## src/rtl/vif_maint_pkg.sv

```systemverilog
package vif_maint_pkg;

   localparam int NUM_CAUSES = 7;
   localparam int CTL_W      = 8;

   // status vector positions; each matches control bit (position + 1)
   typedef enum int {
      C_UNDERFLOW = 0,
      C_NO_ENTRY  = 1,
      C_NO_PEND   = 2,
      C_G0_ON     = 3,
      C_G0_OFF    = 4,
      C_G1_ON     = 5,
      C_G1_OFF    = 6
   } cause_e;

   typedef struct packed {
      logic g1_off_ie;
      logic g1_on_ie;
      logic g0_off_ie;
      logic g0_on_ie;
      logic nopend_ie;
      logic noentry_ie;
      logic under_ie;
      logic enable;
   } ctl_t;

endpackage

```

## src/rtl/vif_ctl_regs.sv

```systemverilog
module vif_ctl_regs
   import vif_maint_pkg::*;
#(
   parameter int REG_W   = 32,
   parameter int CNT_W   = 5,
   parameter int CNT_LSB = 27
) (
   input  logic             clk,
   input  logic             rst_n,
   input  logic             we,
   input  logic [REG_W-1:0] wdata,
   input  logic             cnt_inc,
   output ctl_t             ctl,
   output logic [CNT_W-1:0] eoi_cnt,
   output logic [REG_W-1:0] rdata
);

   localparam int CNT_MSB = CNT_LSB + CNT_W - 1;

   if (CNT_MSB >= REG_W) begin : g_bad_cnt_pos
      $error("counter field does not fit in the register");
   end
   if (CNT_LSB < CTL_W) begin : g_bad_cnt_overlap
      $error("counter field overlaps the control bits");
   end

   always_ff @(posedge clk or negedge rst_n) begin
      if (!rst_n) begin
         ctl     <= '0;
         eoi_cnt <= '0;
      end else if (we) begin
         ctl     <= ctl_t'(wdata[CTL_W-1:0]);
         eoi_cnt <= wdata[CNT_MSB:CNT_LSB];
      end else if (cnt_inc) begin
         eoi_cnt <= eoi_cnt + CNT_W'(1);
      end
   end

   always_comb begin
      rdata                   = '0;
      rdata[CTL_W-1:0]        = ctl;
      rdata[CNT_MSB:CNT_LSB]  = eoi_cnt;
   end

endmodule

```

## src/rtl/vif_cause_eval.sv

```systemverilog
module vif_cause_eval
   import vif_maint_pkg::*;
#(
   parameter int NUM_ENTRIES = 4,
   parameter int CNT_W       = 5,
   parameter int UNDER_MAX   = 1
) (
   input  ctl_t                   ctl,
   input  logic [CNT_W-1:0]       eoi_cnt,
   input  logic [NUM_ENTRIES-1:0] lr_valid,
   input  logic [NUM_ENTRIES-1:0] lr_pending,
   input  logic                   g0_en,
   input  logic                   g1_en,
   output logic [NUM_CAUSES-1:0]  status
);

   localparam int POP_W = $clog2(NUM_ENTRIES + 1);

   if (NUM_ENTRIES < 1) begin : g_bad_entries
      $error("at least one list entry is required");
   end

   logic few_valid;

   if (NUM_ENTRIES <= UNDER_MAX) begin : g_few_always
      assign few_valid = 1'b1;
   end else begin : g_few_popcount
      logic [POP_W-1:0] vcount;
      always_comb begin
         vcount = '0;
         for (int i = 0; i < NUM_ENTRIES; i++) begin
            vcount = vcount + POP_W'(lr_valid[i]);
         end
      end
      assign few_valid = (vcount <= POP_W'(UNDER_MAX));
   end

   always_comb begin
      status            = '0;
      status[C_UNDERFLOW] = ctl.under_ie   & few_valid;
      status[C_NO_ENTRY]  = ctl.noentry_ie & (eoi_cnt != '0);
      status[C_NO_PEND]   = ctl.nopend_ie  & ~(|lr_pending);
      status[C_G0_ON]     = ctl.g0_on_ie   & g0_en;
      status[C_G0_OFF]    = ctl.g0_off_ie  & ~g0_en;
      status[C_G1_ON]     = ctl.g1_on_ie   & g1_en;
      status[C_G1_OFF]    = ctl.g1_off_ie  & ~g1_en;
   end

endmodule

```

## src/rtl/vif_irq_out.sv

```systemverilog
module vif_irq_out #(
   parameter int N = 7
) (
   input  logic         clk,
   input  logic         rst_n,
   input  logic         enable,
   input  logic [N-1:0] status,
   output logic         irq
);

   always_ff @(posedge clk or negedge rst_n) begin
      if (!rst_n) irq <= 1'b0;
      else        irq <= enable & (|status);
   end

endmodule

```

## src/rtl/vif_maint_ctrl.sv

```systemverilog
module vif_maint_ctrl
   import vif_maint_pkg::*;
#(
   parameter int REG_W       = 32,
   parameter int CNT_W       = 5,
   parameter int CNT_LSB     = 27,
   parameter int NUM_ENTRIES = 4,
   parameter int UNDER_MAX   = 1
) (
   input  logic                   clk,
   input  logic                   rst_n,
   input  logic                   reg_we,
   input  logic [REG_W-1:0]       reg_wdata,
   output logic [REG_W-1:0]       reg_rdata,
   input  logic [NUM_ENTRIES-1:0] lr_valid,
   input  logic [NUM_ENTRIES-1:0] lr_pending,
   input  logic                   guest_g0_en,
   input  logic                   guest_g1_en,
   input  logic                   eoi_valid,
   input  logic                   eoi_no_entry,
   input  logic                   eoi_apr_clr,
   output logic [NUM_CAUSES-1:0]  cause_status,
   output logic                   maint_irq
);

   ctl_t             ctl;
   logic [CNT_W-1:0] eoi_cnt;
   logic             cnt_inc;

   assign cnt_inc = eoi_valid & eoi_no_entry & eoi_apr_clr;

   vif_ctl_regs #(
      .REG_W   (REG_W),
      .CNT_W   (CNT_W),
      .CNT_LSB (CNT_LSB)
   ) u_regs (
      .clk     (clk),
      .rst_n   (rst_n),
      .we      (reg_we),
      .wdata   (reg_wdata),
      .cnt_inc (cnt_inc),
      .ctl     (ctl),
      .eoi_cnt (eoi_cnt),
      .rdata   (reg_rdata)
   );

   vif_cause_eval #(
      .NUM_ENTRIES (NUM_ENTRIES),
      .CNT_W       (CNT_W),
      .UNDER_MAX   (UNDER_MAX)
   ) u_eval (
      .ctl        (ctl),
      .eoi_cnt    (eoi_cnt),
      .lr_valid   (lr_valid),
      .lr_pending (lr_pending),
      .g0_en      (guest_g0_en),
      .g1_en      (guest_g1_en),
      .status     (cause_status)
   );

   vif_irq_out #(
      .N (NUM_CAUSES)
   ) u_irq (
      .clk    (clk),
      .rst_n  (rst_n),
      .enable (ctl.enable),
      .status (cause_status),
      .irq    (maint_irq)
   );

endmodule

```

## config.mk

```make
export PLATFORM = sky130hd
export DESIGN_NAME = vif_maint_ctrl
export DESIGN_NICKNAME = d
export VERILOG_FILES = /design/src/rtl/vif_maint_pkg.sv /design/src/rtl/vif_ctl_regs.sv /design/src/rtl/vif_cause_eval.sv /design/src/rtl/vif_irq_out.sv /design/src/rtl/vif_maint_ctrl.sv
export SDC_FILE = /design/constraint.sdc
export NUM_CORES = 1
export LEC_CHECK = 0
export BUFFER_PORTS_ARGS = -buffer_cell sky130_fd_sc_hd__buf_2
export CAP_MARGIN = 40
export CORE_MARGIN = 2
export CORE_UTILIZATION = 39
export DETAILED_ROUTE_END_ITERATION = 12
export GPL_ROUTABILITY_DRIVEN = 0
export PLACE_DENSITY = 0.89
export SYNTH_ARGS = -nofsm -noshare
export SYNTH_HDL_FRONTEND = slang
export SYNTH_SLANG_ARGS = --single-unit
export TNS_END_PERCENT = 5
```

## constraint.sdc

```tcl
create_clock -name clk -period 3.1 [get_ports clk]
set_clock_uncertainty 0.1 [all_clocks]
set_input_delay 0.155 -clock clk [delete_from_list [all_inputs] [get_ports clk]]
set_output_delay 0.155 -clock clk [all_outputs]
set_load 0.005 [all_outputs]
```

==> results.tsv, run 1 <==
metric	value	unit
outcome	finished, final reports clean	
post-route-period-util	67.55	%
worstPathArrival	1.84	ns
setup_tns	0	ns
h-tree-depth	1	
drc	0	
vias	849	
first_global_vias	714	
path_delay_family	adder cells	
synth_top_area_cell	dfrtp_1	
maxCapViolations	0	
grt_max_degree	17	
wl	2029	microns
avgSynthCellArea	9.793	sq um
port_buffers	49	
p_clk_share	26.6	%
hold_path_class	input pin to flip-flop	
rsz0062_at_grt	false	
clk_pin_slew	0.08	ns
vias_per_cell	4.540	
clock_latency	0.27	ns
drive_above_1_share	35.22	%
top_level_ports	88	
synth_seq_cells	14	
crit_path_end_kind	output port	
final_net_count	215	
synth.cell_area	959.7	sq um
drtIter0Drc	7	
dr.pass1.iters	4	
cts.sinks	14	
combPwrFrac	27.0	%
power_density	365.0	mW/mm^2
min_period	2.094	ns
cts_root_buffer	clkbuf_4	
slowest_stage	fa_1	
rows	17	
dieArea	0.002874	sq mm
die_h	53.61	microns
final_cells	187	
timing.final.hold_violations	0	
cts-resized-gates	0	
setup_viol	0	
fmax	477.5	MHz
antennaDiodeCount	0	
path_max_fanout	2	
power.switching	0.0001353	W
critPathRequiredTime	2.84	ns
worst_setup_path_start_kind	input pin	
syn_inst	98	
grt_remaining_overflow	0	
p_leak	0.7064	nW
cts_buffers	3	
ir_drop	304.5	uV
antenna_left	0	
seqPwrFrac	46.4	%
switching_share	28.42	%
yosysTopAreaCellShare	36.51	%
yosysSeqAreaShare	36.51	%
ys_top_cells_by_count	buf_4 (20), dfrtp_1 (14), inv_1 (9)	
yosysMostFrequentCell	buf_4	
grt_usage	14.25	%
synth_edf_count	0	
slew_violations	0	
antenna_found_initial	0	
yosysWarnings	0	
core-area	0.002276	sq mm
wire_per_inst	10.85	microns
worst-path-buf-inv	4	
yosys_most_used_dff	dfrtp_1	
cts_buffer_depth	2	
grt_pass1_wl	2994	microns
hpwl	1649	microns
placed_cells	171	
ys_top_cells_by_area	dfrtp_1 (37%), buf_4 (16%), mux2_1 (8.2%)	
intPower	0.0003407	W
cts_tree	done	
cpPeakStageDelay	0.40	ns
initial_core_util	42.17	%
synthToLayoutAreaGrowth	35.85	%
async_flop_share	100.0	%
synth.distinct_cells	28	
die_x	53.61	microns
critPathKind	input pin to output port	
cp_cell_sequence	buf_2 -> ha_1 -> fa_1 -> inv_1 -> ha_1 -> nor4bb_1 -> a31oi_1 -> inv_1 -> buf_2	
==> per-layer routing <==
layer	vias to the layer above	routed length (microns)	global-route usage (%)
met5	-	0	0
met4	0	14	2.564
met3	2	131	4.722
met2	39	1117	26.34
met1	397	765	15.96
li1	411	-	-
==> stage by stage <==
step           hold WS [ns]  area [sq um]  setup WS [ns]  util, %  power (W)
6_report            0.03388          1304          1.006    57.28  0.0004759
3_5_place_dp       -0.03411          1147          1.020    50.41  0.0003420
5_1_grt             0.02637          1304         0.8839    57.28  0.0005110
2_1_floorplan       -0.2406          1027          1.306        -  0.0002998
4_1_cts             0.02422          1304          1.018    57.28  0.0004823
3_3_place_gp       -0.04138          1147          1.095    50.41  0.0003347
==> cells in the final DEF (no fill, tap or decap) <==
cell	count
nand3_1	2
conb_1	19
dlygate4sd3_1	12
and2_1	2
mux2_1	7
a41oi_1	1
dfrtp_1	14
nand4_2	1
inv_2	1
nor2b_1	2
nand4_1	1
buf_2	49
o21ai_0	2
o41ai_1	1
ha_1	6
xor2_1	1
nand2_1	6
o21ai_1	4
clkbuf_8	1
nand2_8	1
a31oi_1	3
mux2i_1	1
fa_1	1
xnor2_1	1
clkbuf_4	3
nor4_1	1
inv_1	9
or3_1	2
nor4bb_1	1
nor2_1	4
==> worst paths after layout <==
kind / from / to / slack, ns / cells past startpoint
hold reg to reg: u_regs.ctl[2] / u_regs.ctl[2] / 0.43 / 1
setup / recovery: lr_valid[0] / cause_status[0] / 1.01 / 9
min in group asynchronous: rst_n / u_regs.eoi_cnt[2] / 0.25 / 2
hold / removal: reg_wdata[31] / u_regs.eoi_cnt[4] / 0.03 / 3
setup reg to reg: u_regs.eoi_cnt[0] / u_irq.irq / 1.44 / 5
max in group asynchronous: rst_n / u_regs.ctl[1] / 2.42 / 2
==> timing repair <==
action / in CTS / in global routing
hold endpoints to repair: 25 / 0
setup buffers: 0 / 0
hold buffers: 12 / 0
==> cell families (layout without fill, tap and decap cells) <==
logic type | count (synthesis) | count (layout) | share of synthesized area (%)
xor+xnor | 2 | 2 | 1.826
flops | 14 | 14 | 36.51
buf+inv | 32 | 75 | 20.60
mux | 8 | 8 | 9.257
other cells | 1 | 19 | 0.3908
fa+ha+maj | 7 | 7 | 9.909
simple gates | 23 | 23 | 14.60
compound gates | 11 | 11 | 6.911
==> flip-flops by register name, summed over array words and instances, names as in the netlist <==
signal and count:
u_irq.irq 1, u_regs.ctl 8, u_regs.eoi_cnt 5
==> worst min-delay path, delay by kind of cell <==
kind / cells / cell delay (ns)
buf+inv: 1 / 0.10
compound gates: 1 / 0.04
simple gates: 1 / 0.07
==> final cells by class <==
| type | instances | area [sq um] |
|---|---|---|
| Fill cell | 203 | 972.2 |
| Multi-Input combinational cell | 70 | 479.2 |
| Timing Repair Buffer | 61 | 365.4 |
| Sequential cell | 14 | 350.3 |
| Inverter | 10 | 37.54 |
| Clock buffer | 4 | 36.28 |
| Tap cell | 28 | 35.03 |
==> power by group through the flow <==
stage,sequential [W],clock (W),combinational [W]
after global placement,0.000222,0,0.000113
after floorplan,0.000223,0,0.0000768
after global routing,0.000224,0.000142,0.000146
final,0.000221,0.000127,0.000129
after detailed placement,0.000225,0,0.000117
after CTS,0.000221,0.000132,0.000129
Power figures use the tool's default switching activity.
==> run 2: changes to the inputs <==
Settings changed: CORE_UTILIZATION 39 to 33, PLACE_DENSITY 0.89 to 0.81.
Clock period 3.1 ns to 1.8 ns, I/O delays scaled along.
==> results.tsv, run 2 (same netlist as run 1, synthesis figures left out) <==
metric	value	unit	change
initial_core_util	34.80	%	-7.4 points
top_level_ports	88		unchanged
power.switching	0.0002515	W	+86%
placed_cells	177		+3.5%
cts_root_buffer	clkbuf_4		
antenna_left	0		unchanged
reg.largest.list	u_regs.ctl x8, u_regs.eoi_cnt x5, u_irq.irq x1		
grt_max_degree	17		unchanged
hold_depth	4		+1
p_leak	0.7463	nW	+5.6%
h-tree-depth	1		unchanged
drtIter0Drc	14		+7
hold_path_class	input pin to flip-flop		
wl	2253	microns	+11%
core-area	0.002758	sq mm	+21%
rows	19		+2
intPower	0.0005831	W	+71%
layout_commonest_cell	buf_2		
vias_per_cell	4.327		-4.7%
final_cells	196		+4.8%
maxCapViolations	0		unchanged
fin_util	51.68	%	-5.6 points
final_cell_mix	buf_2 (48), conb_1 (19), dlygate4sd3_1 (14), dfrtp_1 (14), inv_1 (8)		
synthToLayoutAreaGrowth	48.50	%	
rsz0062_at_grt	true		
die_h	57.93	microns	+8.1%
crit_path_end_kind	output port		
clk_pin_slew	0.08	ns	about the same
cp_cell_sequence	buf_6 -> ha_4 -> fa_2 -> inv_2 -> ha_4 -> nor4bb_4 -> a31oi_2 -> inv_1 -> buf_2		
worst_setup_path_start_kind	input pin		
grt_remaining_overflow	0		unchanged
port_buffers	49		unchanged
ir_drop	343.6	uV	+13%
worst-path-buf-inv	4		unchanged
die_x	57.93	microns	+8.1%
path_max_fanout	2		unchanged
grt_usage	12.95	%	-1.3 points
fmax	557.6	MHz	
path_delay_family	adder cells		
slowest_stage	fa_2		
setup_viol	0		unchanged
min_period	1.793	ns	
cts.sinks	14		unchanged
seqPwrFrac	44.9	%	-1.5 points
grt_pass1_wl	3277	microns	+9.5%
largest_reg_flops	8		unchanged
wire_per_inst	11.49	microns	+5.9%
drive_above_1_share	40.61	%	+5.4 points
hpwl	1640	microns	-0.59%
cts_buffers	3		unchanged
drc	0		unchanged
cpPeakStageDelay	0.37	ns	-0.03 ns
power_density	585.7	mW/mm^2	+60%
cp.depth	9		unchanged
combPwrFrac	34.6	%	+7.6 points
cts_buffer_depth	2		unchanged
slew_violations	0		unchanged
p_clk_share	20.5	%	-6.1 points
antenna_found_initial	0		unchanged
vias	848		-0.12%
final_cell_area	0.001425	sq mm	+9.3%
rr_worst_depth	5		unchanged
outcome	finished, final reports clean		
final_net_count	222		+3.3%
dpl-instance-area	0.001174	sq mm	+2.3%
critPathKind	input pin to output port		
dieArea	0.003355	sq mm	+17%
worstPathArrival	1.60	ns	-0.24 ns
first_global_vias	798		+12%
dr.pass1.iters	2		-2
worst_path_most_repeated_cell	ha_4		
top_register	u_regs.ctl		
switching_share	30.14	%	+1.7 points
timing.final.hold_violations	0		unchanged
post-route-period-util	99.63	%	
total_power	0.0008346	W	+75%
cts_tree	done		
antennaDiodeCount	0		unchanged
critPathRequiredTime	1.61	ns	-1.23 ns
clock_latency	0.27	ns	about the same
run 2: path summary, 6_finish.rpt:
check / slack [ns] / to / start
max: 0.007 / cause_status[0] / lr_valid[1]
min: 0.04 / u_irq.irq / lr_pending[0]
max reg2reg: 0.34 / u_irq.irq / u_regs.eoi_cnt[0]
min reg2reg: 0.41 / u_regs.ctl[4] / u_regs.ctl[4]
max in group asynchronous: 1.22 / u_regs.ctl[4] / rst_n
min in group asynchronous: 0.14 / u_regs.ctl[0] / rst_n
run 2: layout make-up:
type | count | area [sq um]
repair buffers | 68 | 429.2
fillers | 265 | 1333
well taps | 31 | 38.79
flip-flops and latches | 14 | 350.3
multi-input cells | 70 | 546.8
inverters | 10 | 37.54
clock buffers | 3 | 22.52
run 2: stage by stage:
step	setup slack, ns	hold slack [ns]	setup TNS (ns)
2_1_floorplan	0.07054	-0.3056	0
3_3_place_gp	-0.1131	-0.09939	-0.1999
3_5_place_dp	-0.1776	-0.09796	-0.3295
4_1_cts	-0.06374	0.03266	-0.06374
5_1_grt	-0.08169	0.05535	-0.1111
6_report	0.006717	0.04099	0
run 2: layer usage:
layer  up-vias  routed length [microns]  track usage (%)
li1        421                        -                -
met1       397                      844            13.37
met2        30                     1285            25.16
met3         0                      122            3.348
met4         0                        0            3.987
met5         -                        0                0
run 2: power groups by stage:
stage / clock network [W] / logic [W] / registers [W]
final: 0.000171 / 0.000289 / 0.000375
after CTS: 0.000176 / 0.000256 / 0.000372
after global routing: 0.000195 / 0.000321 / 0.000380
after detailed placement: 0 / 0.000222 / 0.000377
after floorplan: 0 / 0.000132 / 0.000384
after global placement: 0 / 0.000217 / 0.000375
run 2: tightest hold or removal path, stage by stage:
cell,delay [ns]
buf_2,0.07
nor2_1,0.03
nand3_1,0.08
a41oi_1,0.10
run 2: timing repair:
| action | 4_1_cts | 5_1_grt |
|---|---|---|
| resized for setup | 3 | 7 |
| setup endpoints to repair | 2 | 2 |
| pin swaps | 1 | 4 |
| hold buffers | 14 | 0 |
| cloned | 0 | 0 |
| hold endpoints to repair | 27 | 0 |
| buffers inserted | 1 | 1 |
